### config.mk
export PLATFORM = sky130hd
export DESIGN_NAME = sp_sig_rounder
export DESIGN_NICKNAME = d
export VERILOG_FILES = /design/src/rtl/sprnd_pkg.sv /design/src/rtl/sprnd_tail.sv /design/src/rtl/sprnd_decide.sv /design/src/rtl/sprnd_apply.sv /design/src/rtl/sp_sig_rounder.sv
export SDC_FILE = /design/constraint.sdc
export NUM_CORES = 1
export LEC_CHECK = 0
export BUFFER_PORTS_ARGS = -buffer_cell sky130_fd_sc_hd__clkbuf_2
export CORE_MARGIN = 2
export CORE_UTILIZATION = 33
export DETAILED_ROUTE_END_ITERATION = 8
export GPL_TIMING_DRIVEN = 0
export PLACE_DENSITY = 0.89
export SLEW_MARGIN = 20
export SYNTH_ARGS = -nofsm -noshare
export SYNTH_HDL_FRONTEND = slang
export SYNTH_SLANG_ARGS = --single-unit
### constraint.sdc
create_clock -name vclk -period 3.7
set_input_delay 0.185 -clock vclk [all_inputs]
set_output_delay 0.185 -clock vclk [all_outputs]
set_load 0.05 [all_outputs]
### src/rtl/sprnd_pkg.sv
package sprnd_pkg;

    localparam int unsigned SIG_W_DEF  = 53;
    localparam int unsigned KEEP_W_DEF = 24;
    localparam int unsigned XTRA_W_DEF = 3;
    localparam int unsigned EXP_W_DEF  = 12;

    typedef enum logic [1:0] {
        RM_NEAR_EVEN = 2'b00,
        RM_TO_ZERO   = 2'b01,
        RM_UP        = 2'b10,
        RM_DOWN      = 2'b11
    } rmode_e;

    // Bits around the cut point of the significand
    typedef struct packed {
        logic lsb;
        logic guard;
        logic rnd;
        logic sticky;
    } tail_t;

    function automatic logic tail_nonzero(tail_t t);
        return t.guard | t.rnd | t.sticky;
    endfunction

endpackage

### src/rtl/sprnd_tail.sv
module sprnd_tail
    import sprnd_pkg::*;
#(
    parameter int unsigned SIG_W  = SIG_W_DEF,
    parameter int unsigned KEEP_W = KEEP_W_DEF,
    parameter int unsigned XTRA_W = XTRA_W_DEF
) (
    input  logic [SIG_W-1:0]  sig_i,
    input  logic [XTRA_W-1:0] extra_i,
    output logic [KEEP_W-1:0] kept_o,
    output tail_t             tail_o
);
    localparam int unsigned DROP_W = SIG_W - KEEP_W;

    logic low_any;
    logic ext_any;

    assign low_any = |sig_i[DROP_W-3:0];

    generate
        if (XTRA_W > 0) begin : g_ext
            assign ext_any = |extra_i;
        end else begin : g_noext
            assign ext_any = 1'b0;
        end
    endgenerate

    always_comb begin
        kept_o        = sig_i[SIG_W-1 -: KEEP_W];
        tail_o.lsb    = sig_i[DROP_W];
        tail_o.guard  = sig_i[DROP_W-1];
        tail_o.rnd    = sig_i[DROP_W-2];
        tail_o.sticky = low_any | ext_any;
    end

    // any set extra bit must reach the sticky bit
    always_comb begin
        if (|extra_i) a_r5_extra_sticky: assert (tail_o.sticky);
    end

endmodule

### src/rtl/sprnd_decide.sv
module sprnd_decide
    import sprnd_pkg::*;
(
    input  logic   sign_i,
    input  rmode_e mode_i,
    input  tail_t  tail_i,
    output logic   inc_o
);
    logic lost;

    assign lost = tail_nonzero(tail_i);

    always_comb begin
        unique case (mode_i)
            RM_NEAR_EVEN: inc_o = tail_i.guard & (tail_i.lsb | tail_i.rnd | tail_i.sticky);
            RM_TO_ZERO:   inc_o = 1'b0;
            RM_UP:        inc_o = ~sign_i & lost;
            RM_DOWN:      inc_o = sign_i & lost;
            default:      inc_o = 1'b0;
        endcase
    end

    // without a guard bit, nearest mode never rounds up
    always_comb begin
        if (mode_i == RM_NEAR_EVEN && !tail_i.guard)
            a_r2_no_guard_no_inc: assert (!inc_o);
    end

endmodule

### src/rtl/sprnd_apply.sv
module sprnd_apply #(
    parameter int unsigned SIG_W  = 53,
    parameter int unsigned KEEP_W = 24,
    parameter int unsigned EXP_W  = 12
) (
    input  logic [KEEP_W-1:0] kept_i,
    input  logic              inc_i,
    input  logic [EXP_W-1:0]  exp_i,
    output logic [EXP_W-1:0]  exp_o,
    output logic [SIG_W-1:0]  sig_o
);
    localparam int unsigned DROP_W = SIG_W - KEEP_W;

    logic [KEEP_W:0]   sum;
    logic              carry;
    logic [KEEP_W-1:0] kept_n;

    always_comb begin
        sum    = {1'b0, kept_i} + {{KEEP_W{1'b0}}, inc_i};
        carry  = sum[KEEP_W];
        kept_n = carry ? {1'b1, sum[KEEP_W-1:1]} : sum[KEEP_W-1:0];
        exp_o  = exp_i + {{(EXP_W-1){1'b0}}, carry};
        sig_o  = {kept_n, {DROP_W{1'b0}}};
    end

    // a carry can only come from an all-ones kept field
    always_comb begin
        if (carry) a_r6_carry_from_ones: assert (&kept_i && inc_i);
    end

endmodule

### src/rtl/sp_sig_rounder.sv
module sp_sig_rounder
    import sprnd_pkg::*;
#(
    parameter int unsigned SIG_W  = SIG_W_DEF,
    parameter int unsigned KEEP_W = KEEP_W_DEF,
    parameter int unsigned XTRA_W = XTRA_W_DEF,
    parameter int unsigned EXP_W  = EXP_W_DEF
) (
    input  logic              sign_i,
    input  logic [EXP_W-1:0]  exp_i,
    input  logic [SIG_W-1:0]  sig_i,
    input  logic [XTRA_W-1:0] extra_i,
    input  logic [1:0]        mode_i,
    output logic [EXP_W-1:0]  exp_o,
    output logic [SIG_W-1:0]  sig_o,
    output logic              rounded_o,
    output logic              inexact_o
);
    localparam int unsigned DROP_W = SIG_W - KEEP_W;

    rmode_e            mode;
    tail_t             tail;
    logic [KEEP_W-1:0] kept;
    logic              inc;

    assign mode = rmode_e'(mode_i);

    sprnd_tail #(.SIG_W(SIG_W), .KEEP_W(KEEP_W), .XTRA_W(XTRA_W)) u_tail (
        .sig_i   (sig_i),
        .extra_i (extra_i),
        .kept_o  (kept),
        .tail_o  (tail)
    );

    sprnd_decide u_decide (
        .sign_i (sign_i),
        .mode_i (mode),
        .tail_i (tail),
        .inc_o  (inc)
    );

    sprnd_apply #(.SIG_W(SIG_W), .KEEP_W(KEEP_W), .EXP_W(EXP_W)) u_apply (
        .kept_i (kept),
        .inc_i  (inc),
        .exp_i  (exp_i),
        .exp_o  (exp_o),
        .sig_o  (sig_o)
    );

    assign rounded_o = inc;
    assign inexact_o = tail_nonzero(tail);

    always_comb begin
        // an increment only happens when something was discarded
        if (rounded_o) a_r8_round_needs_loss: assert (inexact_o);
        // toward-zero mode leaves the kept field alone
        if (mode_i == 2'b01) a_r1_zero_mode_holds: assert (!rounded_o);
        // toward +inf never increments a negative value
        if (mode_i == 2'b10 && sign_i) a_r3_up_skips_negative: assert (!rounded_o);
        // toward -inf never increments a positive value
        if (mode_i == 2'b11 && !sign_i) a_r4_down_skips_positive: assert (!rounded_o);
        // exponent moves only on a rounded carry
        if (exp_o != exp_i) a_r10_exp_moves_on_round: assert (rounded_o && sig_o[SIG_W-1]);
        // discarded region is cleared
        a_r7_low_clear: assert (sig_o[DROP_W-1:0] == '0);
    end

endmodule

Yosys cells after proc, flatten, opt, wreduce, memory -nomap -nowiden
Cells that the tools add are included.
- register bits: 0
- output and inout port bits: 67
- input port bits: 71
- mux-type cells: 2
- bitwise operators: 9
- reductions and logical operators: 3
- $add $sub $neg: 2
- equality and inequality tests: 3
- operators with widths (kind ; number):
    $reduce_or 27->1 ; 1
    $add 24x1->25 ; 1
    $mux 24 ; 1
    $add 12x1->12 ; 1
    $or 1x1->1 ; 5
    $eq 2x2->1 const B ; 2
    $pmux 1 s4 ; 1
    $and 1x1->1 ; 3
    $reduce_or 3->1 ; 1
    $eq 2x1->1 const B ; 1
    $logic_not 2->1 ; 1
    $not 1->1 ; 1

Longest topological paths before layout
Gate-level depths: netlist of the first run.
- depth in word-level cells: 7
- mapped depth: 16

By module
Synthesis of the first run repeated with hierarchy kept, for this count alone.
- cells, all modules: 208
- area, all modules: 1438.9 um^2
- by module, submodules not included (module ; area an instance (um^2) ; sequential area each (um^2) ; cells an instance ; instances):
    sprnd_apply ; 1126.1 ; 0.0 ; 164 ; 1
    sprnd_tail ; 272.8 ; 0.0 ; 37 ; 1
    sprnd_decide ; 33.8 ; 0.0 ; 6 ; 1
    sp_sig_rounder ; 6.3 ; 0.0 ; 1 ; 1

Worst setup path after synthesis of the first run
OpenSTA, ideal clock, no wires.
- path kind: input -> output
- from: input sig_i[1]
- to: output exp_o[8]
- data arrival time: 4.793 ns
- buffers on the path: 2
- data required time: 3.515 ns
- setup slack: -1.278 ns
- cell stages on the path: 16
- cells stage by stage: nor4_1 -> nand4_1 -> o21ai_0 -> a221oi_1 -> ha_1 -> ha_1 -> nand3_1 -> nor4_4 -> and3_1 -> buf_2 -> buf_6 -> ha_1 -> ha_1 -> nand3_1 -> nor2_1 -> xor2_1
- longest elaborated chain between the ends: 7
- ends and longest elaborated chain (what ; RTL line ; source):
    start, declared ; sp_sig_rounder.sv:11 ; input logic [SIG_W-1:0] sig_i,
    $reduce_or 27->1 * ; sprnd_tail.sv:18 ; assign low_any = |sig_i[DROP_W-3:0];
    $or 1x1->1 * ; sprnd_tail.sv:33 ; tail_o.sticky = low_any | ext_any;
    $or 1x1->1 (on tied branches) ; sprnd_pkg.sv:24, sprnd_decide.sv:15 ;
    $and 1x1->1 (on tied branches) ; sprnd_decide.sv:18, sprnd_decide.sv:15, sprnd_decide.sv:17 ;
    $pmux 1 s4 * ; sprnd_decide.sv:14 ; unique case (mode_i)
    via rounded_o ; sp_sig_rounder.sv:16 ; output logic rounded_o,
    $add 24x1->25 * ; sprnd_apply.sv:19 ; sum = {1'b0, kept_i} + {{KEEP_W{1'b0}}, inc_i};
    $add 12x1->12 * ; sprnd_apply.sv:22 ; exp_o = exp_i + {{(EXP_W-1){1'b0}}, carry};
    end, declared ; sp_sig_rounder.sv:14 ; output logic [EXP_W-1:0] exp_o,
The timed path passes the listed nets; every way through them passes the cells marked *.

Worst setup path after layout of the first run
- from: input sig_i[13]
- to: output exp_o[8]
- longest elaborated chain between the ends: 7
- ends and longest elaborated chain (what ; RTL line):
    $reduce_or 27->1 * ; sprnd_tail.sv:18
    $or 1x1->1 * ; sprnd_tail.sv:33
    $or 1x1->1 (on tied branches) ; sprnd_pkg.sv:24, sprnd_decide.sv:15
    $and 1x1->1 (on tied branches) ; sprnd_decide.sv:18, sprnd_decide.sv:15, sprnd_decide.sv:17
    $pmux 1 s4 * ; sprnd_decide.sv:14
    $add 24x1->25 * ; sprnd_apply.sv:19
    $add 12x1->12 * ; sprnd_apply.sv:22
Every way passes the cells marked *; elsewhere a longest branch is shown, timed or not.

==> metrics.md, run 1 <==
| Metric | Value |
|---|---|
| Status | completed |
| Slowest Stage Delay on Critical Path | 280 ps |
| Routability congestion estimate | 0.818 |
| Most Frequent Cell on Critical Path | ha_2 |
| DR vias | 1634 |
| Clock buffers | 0 |
| Die area | 0.00400 mm² |
| Vias in the first global route | 1443 |
| Setup TNS | 0 ps |
| RSZ-0062 raised after global routing | no |
| 1st-iter DRT viols | 20 |
| Final period utilization | 93.5% |
| Initial antenna violation count | 0 |
| GRT overflow | 0 |
| Sequential share of the synthesized area | 0% |
| Worst Path Required | 3510 ps |
| Critical Path Sink Type | output port |
| Total iterations of the first detailed-routing run | 4 |
| Final Max Slew Viols | 0 |
| Gate Count Post-Synth | 176 |
| Cell Chain, Critical Path | clkbuf_2, nor4_1, nand4_1, o21ai_0, a221oi_4, ha_2, ha_2, nand3_2, nor4_4, and3_1, buf_2, buf_6, ha_2, ha_2, nand3_4, nor2_4, xor2_4, buf_4 |
| CP arrival | 3270 ps |
| Most frequent cells in the layout | 106 x clkbuf_2, 31 x buf_4, 29 x conb_1 |
| Hold Fails Final Rpt | 0 |
| Max Fclk | 289 MHz |
| Min Clock Period, post-route | 3460 ps |
| Gr usage total | 17.1% |
| Hold Buf Count CTS | 0 |
| Setup Viol. Count Final | 0 |
| Routed wire length | 3840 µm |
| Worst VDD drop | 0.118 mV |
| Syn. warnings | 0 |
| Vias per cell | 4.54 |
| Drt wl/cell | 10.7 µm |
| Commonest non-fill, non-tap cell in the layout | clkbuf_2 |
| Final non-filler cell total | 360 |
| CP Max Fanout | 10 |
| Synth unique cells | 30 |
| Number of buffers added on ports | 109 |
| Core area | 0.00336 mm² |
| Register Area | 0 µm² |
| Pwr/cell area | 152 mW/mm² |
| Row cnt | 21 |
| First-pass GRT wire length | 5770 µm |
| Largest net degree at the start of global routing | 11 |
| Max_cap viols | 0 |
| CP startpoint kind | primary input |
| # diodes | 0 |
| Layout cells sized above 1 | 54.5% |
| Relative slew slack | 60.0% |
| Post-synthesis instance area | 0.00116 mm² |
| IO Count | 138 |
| Worst path slowest cell | a221oi_4 |
| Syn_area_per_cell | 6.59 µm² |
| P&R area growth vs syn | 79.3% |
| Antenna viol nets, final | 0 |
| CP Class | in2out |
| Final net count | 391 |
| Die width | 63.3 µm |
| Placed inst area | 0.00205 mm² |
| Initial Util | 34.5% |
| Final Cell Area | 0.00208 mm² |
| Number of sequential cells | 0 |
| DP Cell Count | 359 |
| Lkg Pwr | 1.10 nW |
| Detailed placement HPWL | 3510 µm |
| Die Ht | 63.3 µm |
| Worst slew pin tran | 599 ps |
| Tot Pwr | 0.000315 W |
| Hold WC Path Type | in2out |
| Residual DRC | 0 |
## cells by family (layout without fill, tap and decap cells)
family                     count (synthesis)  in the layout  share of synthesized area (%)
AOI/OAI and AO/OA                         20             20                           11.2
adders and majority gates                  4              4                           4.32
xor gates and xnor gates                  25             25                           18.9
and+or+nand+nor                           87             87                           39.9
other                                      1             29                          0.323
buffers and inverters                     37            147                           23.4
muxes                                      2              2                           1.94
## where the power goes
group	switching [W]	internal [W]	leakage [nW]	total [W]
sequential	0	0	0	0
clock	0	0	0	0
combinational	0.000221	0.0000945	1.10	0.000315
## what timing repair did
action	in CTS	in global routing
pin swaps	1	3
setup buffers	1	0
setup endpoints to repair	5	7
gates resized for setup	5	5
## path summary, 6_finish.rpt
check | startpoint | end | slack (ps) | cells after the start
worst max-delay path | sig_i[13] | exp_o[8] | 240 | 18
worst min-delay path | exp_i[9] | exp_o[9] | 720 | 3
## final cells by class
cell class         count  area [µm²]
repair buffers       110         564
multi-input cells    167        1190
fillers              322        1280
inverters              4        15.0
plain buffers         33         256
well taps             46        57.6
## cell usage after synthesis (all sizes together)
cell type	n	area, µm²
nor3	5	25.0
or3	4	25.0
and2	1	6.26
a21oi	7	42.5
conb	1	3.75
nor2b	1	6.26
o2111ai	1	8.76
xor2	6	52.6
nor4	13	96.3
a41oi	2	17.5
xnor2	19	166
ha	4	50.1
o211a	1	10.0
nand3	11	55.1
buf	33	256
o21a	1	7.51
a221oi	1	8.76
inv	4	15.0
or4	1	11.3
nor2	15	56.3
nand2	20	75.1
mux2	2	22.5
o21ai	7	35.0
nand4	10	68.8
and3	6	37.5
## critical path, delay by kind of cell
family,cells,cell delay (ps)
adders and majority gates,4,910
xor gates and xnor gates,1,140
AOI/OAI and AO/OA,2,430
buffers and inverters,4,620
and+or+nand+nor,7,970
## through the flow
stage	util [%]	hold WS, ps	worst slack [ps]
finish	61.8	723	241
global placement	60.8	772	-166
global route	61.8	748	18.5
CTS	61.6	773	44.0
detailed placement	60.8	773	-199
floorplan	-	485	-51.3
## routing by layer
layer | routed length, µm | up-vias | part of all wire (%) | GRT usage (%)
met5 | 0 | - | 0 | 0
met4 | 0 | 0 | 0 | 0
met3 | 293 | 0 | 7.6 | 1.43
met2 | 2200 | 75 | 57 | 39.1
met1 | 1350 | 708 | 35 | 16.9
li1 | - | 851 | - | -
Note: power is estimated with default switching activity, not from simulation.
==> inputs of run 2 (changes only) <==
- PLACE_DENSITY: 0.89 -> 0.8
==> run 2 against run 1 <==
Compared with the run above: worst setup slack improved by 47 ps; sequential cell count stayed put; first-iteration DRC count grew to 2.9 times the previous value; highest routed layer unchanged; utilization grew 0.41 points; hold slack better by 2.9 ps; cell count up 0.28%; die area stayed put; fmax is 1.4% higher; wire length is 1.8% lower.
==> metrics.md, run 2 (synthesized netlist as in run 1, its figures left out) <==
| Metric | Value |
|---|---|
| Critical Path Sink | exp_o[10] |
| 1st-iter DRT viols | 57 |
| Setup TNS | 0 ps |
| Worst VDD drop | 0.104 mV |
| Sw Share | 69.6% |
| Number of buffers added on ports | 109 |
| Row cnt | 21 |
| Setup Viol. Count Final | 0 |
| Hold WC Path Type | in2out |
| Min Clock Period, post-route | 3410 ps |
| Hold Fails Final Rpt | 0 |
| GRT overflow | 0 |
| Initial Util | 34.5% |
| CP Max Fanout | 10 |
| Core area | 0.00336 mm² |
| Worst Path Required | 3510 ps |
| # diodes | 0 |
| Hold Buf Count CTS | 0 |
| Clock buffers | 0 |
| Die Ht | 63.3 µm |
| Setup slack after layout | 288 ps |
| Worst slew pin tran | 627 ps |
| IO Count | 138 |
| Relative slew slack | 58.2% |
| First-pass GRT wire length | 6190 µm |
| Cell internal pwr | 0.0000963 W |
| Most frequent cells in the layout | 106 x clkbuf_2, 31 x buf_4, 29 x conb_1 |
| Flop pwr share | 0% |
| Vias per cell | 4.58 |
| Final period utilization | 92.2% |
| Commonest non-fill, non-tap cell in the layout | clkbuf_2 |
| Tot Pwr | 0.000317 W |
| DR vias | 1654 |
| Routed wire length | 3770 µm |
| Register Area | 0 µm² |
| Pwr/cell area | 151 mW/mm² |
| Residual DRC | 0 |
| CP startpoint | sig_i[1] |
| Core Util, Final | 62.2% |
| Total iterations of the first detailed-routing run | 4 |
| Clock power frac | 0% |
| Detailed placement HPWL | 3420 µm |
| Hold path start | exp_i[9] |
| Lkg Pwr | 1.11 nW |
| Status | completed |
| Max_cap viols | 0 |
| Max Fclk | 293 MHz |
| Gr usage total | 18.0% |
| Largest net degree at the start of global routing | 11 |
| Comb power frac | 100.0% |
| Routability congestion estimate | 0.790 |
| Critical Path Sink Type | output port |
| CP arrival | 3230 ps |
| Switching power | 0.000221 W |
| Die area | 0.00400 mm² |
| Final net count | 392 |
| CP Class | in2out |
| Die width | 63.3 µm |
| Post-Place Setup Slack | -259 ps |
| Number of sequential cells | 0 |
| CP startpoint kind | primary input |
| P&R area growth vs syn | 80.5% |
| Initial antenna violation count | 0 |
| Drt wl/cell | 10.4 µm |
| Antenna viol nets, final | 0 |
| Layout cells sized above 1 | 54.6% |
| Vias in the first global route | 1504 |
| Final Max Slew Viols | 0 |
## run 2: stage by stage
stage | area, µm² | instances | hold WS, ps
6_report | 2090 | 361 | 726
5_1_grt | 2090 | 361 | 740
4_1_cts | 2080 | 360 | 777
3_5_place_dp | 2050 | 359 | 777
3_3_place_gp | 2050 | 359 | 771
2_1_floorplan | 1440 | 204 | 485
## run 2: cell type report
cell class | instances | area [µm²]
repair buffers | 111 | 578
plain buffers | 33 | 256
multi-input cells | 167 | 1190
inverters | 4 | 15.0
well taps | 46 | 57.6
fillers | 332 | 1270
## run 2: worst min-delay path by stage
stage	endpoint	depth (start not counted)
2_1_floorplan	exp_o[11]	1
3_3_place_gp	sig_o[45]	3
3_5_place_dp	sig_o[45]	3
4_1_cts	sig_o[45]	3
5_1_grt	exp_o[9]	3
6_report	exp_o[9]	3
## run 2: timing repair
item | 4_1_cts | 5_1_grt
resized for setup | 6 | 4
setup endpoints to repair | 5 | 7
pin swaps | 1 | 3
buffers inserted | 1 | 1
## run 2: worst max-delay path: stages
cell	delay (ps)
clkbuf_2	80
nor4_1	40
nand4_1	110
o21ai_0	150
a221oi_4	270
ha_2	220
ha_2	220
nand3_2	150
nor4_4	190
and3_1	180
buf_2	150
buf_6	160
ha_2	230
ha_2	250
nand3_4	130
nor2_2	140
xnor2_2	120
clkbuf_4	250
## run 2: layer usage
metal	track usage, %	up-vias	wire, µm
li1	-	856	-
met1	20.4	711	1340
met2	37.8	87	2100
met3	1.79	0	335
met4	0	0	0
met5	0	-	0
## run 2: power by group through the flow
| stage | Combinational [W] | Sequential, W | Clock, W |
|---|---|---|---|
| 2_1_floorplan | 0.000230 | 0 | 0 |
| 4_1_cts | 0.000315 | 0 | 0 |
| 6_report | 0.000317 | 0 | 0 |
| 5_1_grt | 0.000335 | 0 | 0 |
| 3_3_place_gp | 0.000310 | 0 | 0 |
| 3_5_place_dp | 0.000312 | 0 | 0 |
==> inputs of run 3 (changes only) <==
- CORE_MARGIN: 2 -> default
- PLACE_DENSITY: 0.8 -> 0.82
- SLEW_MARGIN: 20 -> default
==> run 3 against run 2 <==
Compared with the run above: non-clock buffer count shrank 1; critical endpoint is now exp_o[9]; design area grew 0.36%; wire length shrank 1.6%; hold slack lost 2.0 ps; sequential cell count is the same; worst setup slack lost 7.4 ps.
==> metrics.md, run 3 (synthesized netlist as in run 1, its figures left out) <==
| Metric | Value |
|---|---|
| Die area | 0.00376 mm² |
| Lkg Pwr | 1.11 nW |
| Cell Chain, Critical Path | clkbuf_2, nor4_1, nand4_1, o21ai_0, a221oi_4, ha_2, ha_2, nand3_4, nor4_4, and3_1, buf_2, buf_6, ha_2, nand2_1, nor2_1, nand4_1, xnor2_4, buf_6 |
| Vias in the first global route | 1403 |
| Initial Util | 34.5% |
| Final net count | 391 |
| Max Fclk | 292 MHz |
| Drt wl/cell | 10.3 µm |
| Clock power frac | 0% |
| Vias per cell | 4.65 |
| Critical Path Sink Type | output port |
| Setup slack after layout | 281 ps |
| 1st-iter DRT viols | 22 |
| Cell internal pwr | 0.0000954 W |
| Largest net degree at the start of global routing | 11 |
| Hold Fails Final Rpt | 0 |
| Worst path slowest cell | a221oi_4 |
| Antenna viol nets, final | 0 |
| Setup Viol. Count Final | 0 |
| Worst Path Required | 3510 ps |
| Die Ht | 61.3 µm |
| Commonest non-fill, non-tap cell in the layout | clkbuf_2 |
| Setup TNS | 0 ps |
| Switching power | 0.000222 W |
| Worst slew pin tran | 605 ps |
| Clock buffers | 0 |
| Gr usage total | 18.3% |
| CP Class | in2out |
| Post-Place Setup Slack | -213 ps |
| Detailed placement HPWL | 3300 µm |
| Core area | 0.00336 mm² |
| Residual DRC | 0 |
| Min Clock Period, post-route | 3420 ps |
| IO Count | 138 |
| Max_cap viols | 0 |
| Total iterations of the first detailed-routing run | 4 |
| Final non-filler cell total | 360 |
| Routed wire length | 3710 µm |
| CP arrival | 3230 ps |
| Most frequent cells in the layout | 106 x clkbuf_2, 30 x buf_4, 29 x conb_1 |
| Register Area | 0 µm² |
| Hold WC Path Type | in2out |
| Worst VDD drop | 0.134 mV |
| P&R area growth vs syn | 81.1% |
| Pwr/cell area | 151 mW/mm² |
| Flop pwr share | 0% |
| Number of buffers added on ports | 109 |
| GRT overflow | 0 |
| Layout cells sized above 1 | 54.1% |
| Comb power frac | 100.0% |
| Final period utilization | 92.4% |
| DP Cell Count | 359 |
| Most Frequent Cell on Critical Path | ha_2 |
| Status | completed |
| Sw Share | 69.9% |
| Number of sequential cells | 0 |
| Routability congestion estimate | 0.858 |
| DR vias | 1674 |
| Initial antenna violation count | 0 |
| # diodes | 0 |
| CP Max Fanout | 10 |
| CP startpoint kind | primary input |
| RSZ-0062 raised after global routing | no |
| Row cnt | 21 |
| First-pass GRT wire length | 5430 µm |
| Slowest Stage Delay on Critical Path | 270 ps |
| Relative slew slack | 59.6% |
| Final Max Slew Viols | 0 |
| Die width | 61.3 µm |
==> run 3: changes by cell type in the layout (fill, tap and decap cells not counted), sizes merged <==
| cell | previous run | this run |
|---|---|---|
| buf | 36 | 35 |
==> run 3: per-stage QoR <==
stage                     util (%)  total power [W]  cell area, µm²  hold WS, ps
after CTS                     61.5         0.000315            2070          775
after global placement        60.8         0.000310            2050          773
after floorplan                  -         0.000230            1440          485
after detailed placement      60.8         0.000313            2050          774
final                         62.5         0.000317            2100          724
after global routing          62.5         0.000337            2100          743
==> run 3: worst max-delay path: cells and delay by family <==
kind                       cells  cell delay [ps]
AOI/OAI and AO/OA              2              420
xor gates and xnor gates       1              210
adders and majority gates      3              700
buffers and inverters          4              590
and+or+nand+nor                8             1130
==> run 3: what timing repair did <==
item | CTS | global route
gates resized for setup | 4 | 8
setup endpoints to repair | 5 | 7
buffers inserted | 1 | 0
hold buffers | 0 | 0
pin swaps | 1 | 3
==> run 3: area by class of cell <==
| type | count | area [µm²] |
|---|---|---|
| Inverter | 4 | 15.0 |
| Buffer | 33 | 256 |
| Timing Repair Buffer | 110 | 571 |
| Multi-Input combinational cell | 167 | 1200 |
| Tap cell | 46 | 57.6 |
| Fill cell | 338 | 1260 |
==> run 3: per-layer routing <==
| metal | GRT usage, % | share of wire (%) |
|---|---|---|
| met2 | 39.1 | 56 |
| met1 | 19.5 | 36 |
| met3 | 1.26 | 7.5 |
| met5 | 0 | 0 |
| met4 | 1.95 | 0.67 |
==> run 3: final timing paths <==
check / cells after the start / to / slack [ps] / from
worst max-delay path: 18 / exp_o[9] / 280 / sig_i[1]
worst min-delay path: 3 / exp_o[9] / 720 / exp_i[9]
==> run 3: power groups by stage <==
stage	Sequential [W]	Clock [W]	Combinational, W
CTS	0	0	0.000315
global route	0	0	0.000337
global placement	0	0	0.000310
finish	0	0	0.000317
detailed placement	0	0	0.000313
floorplan	0	0	0.000230
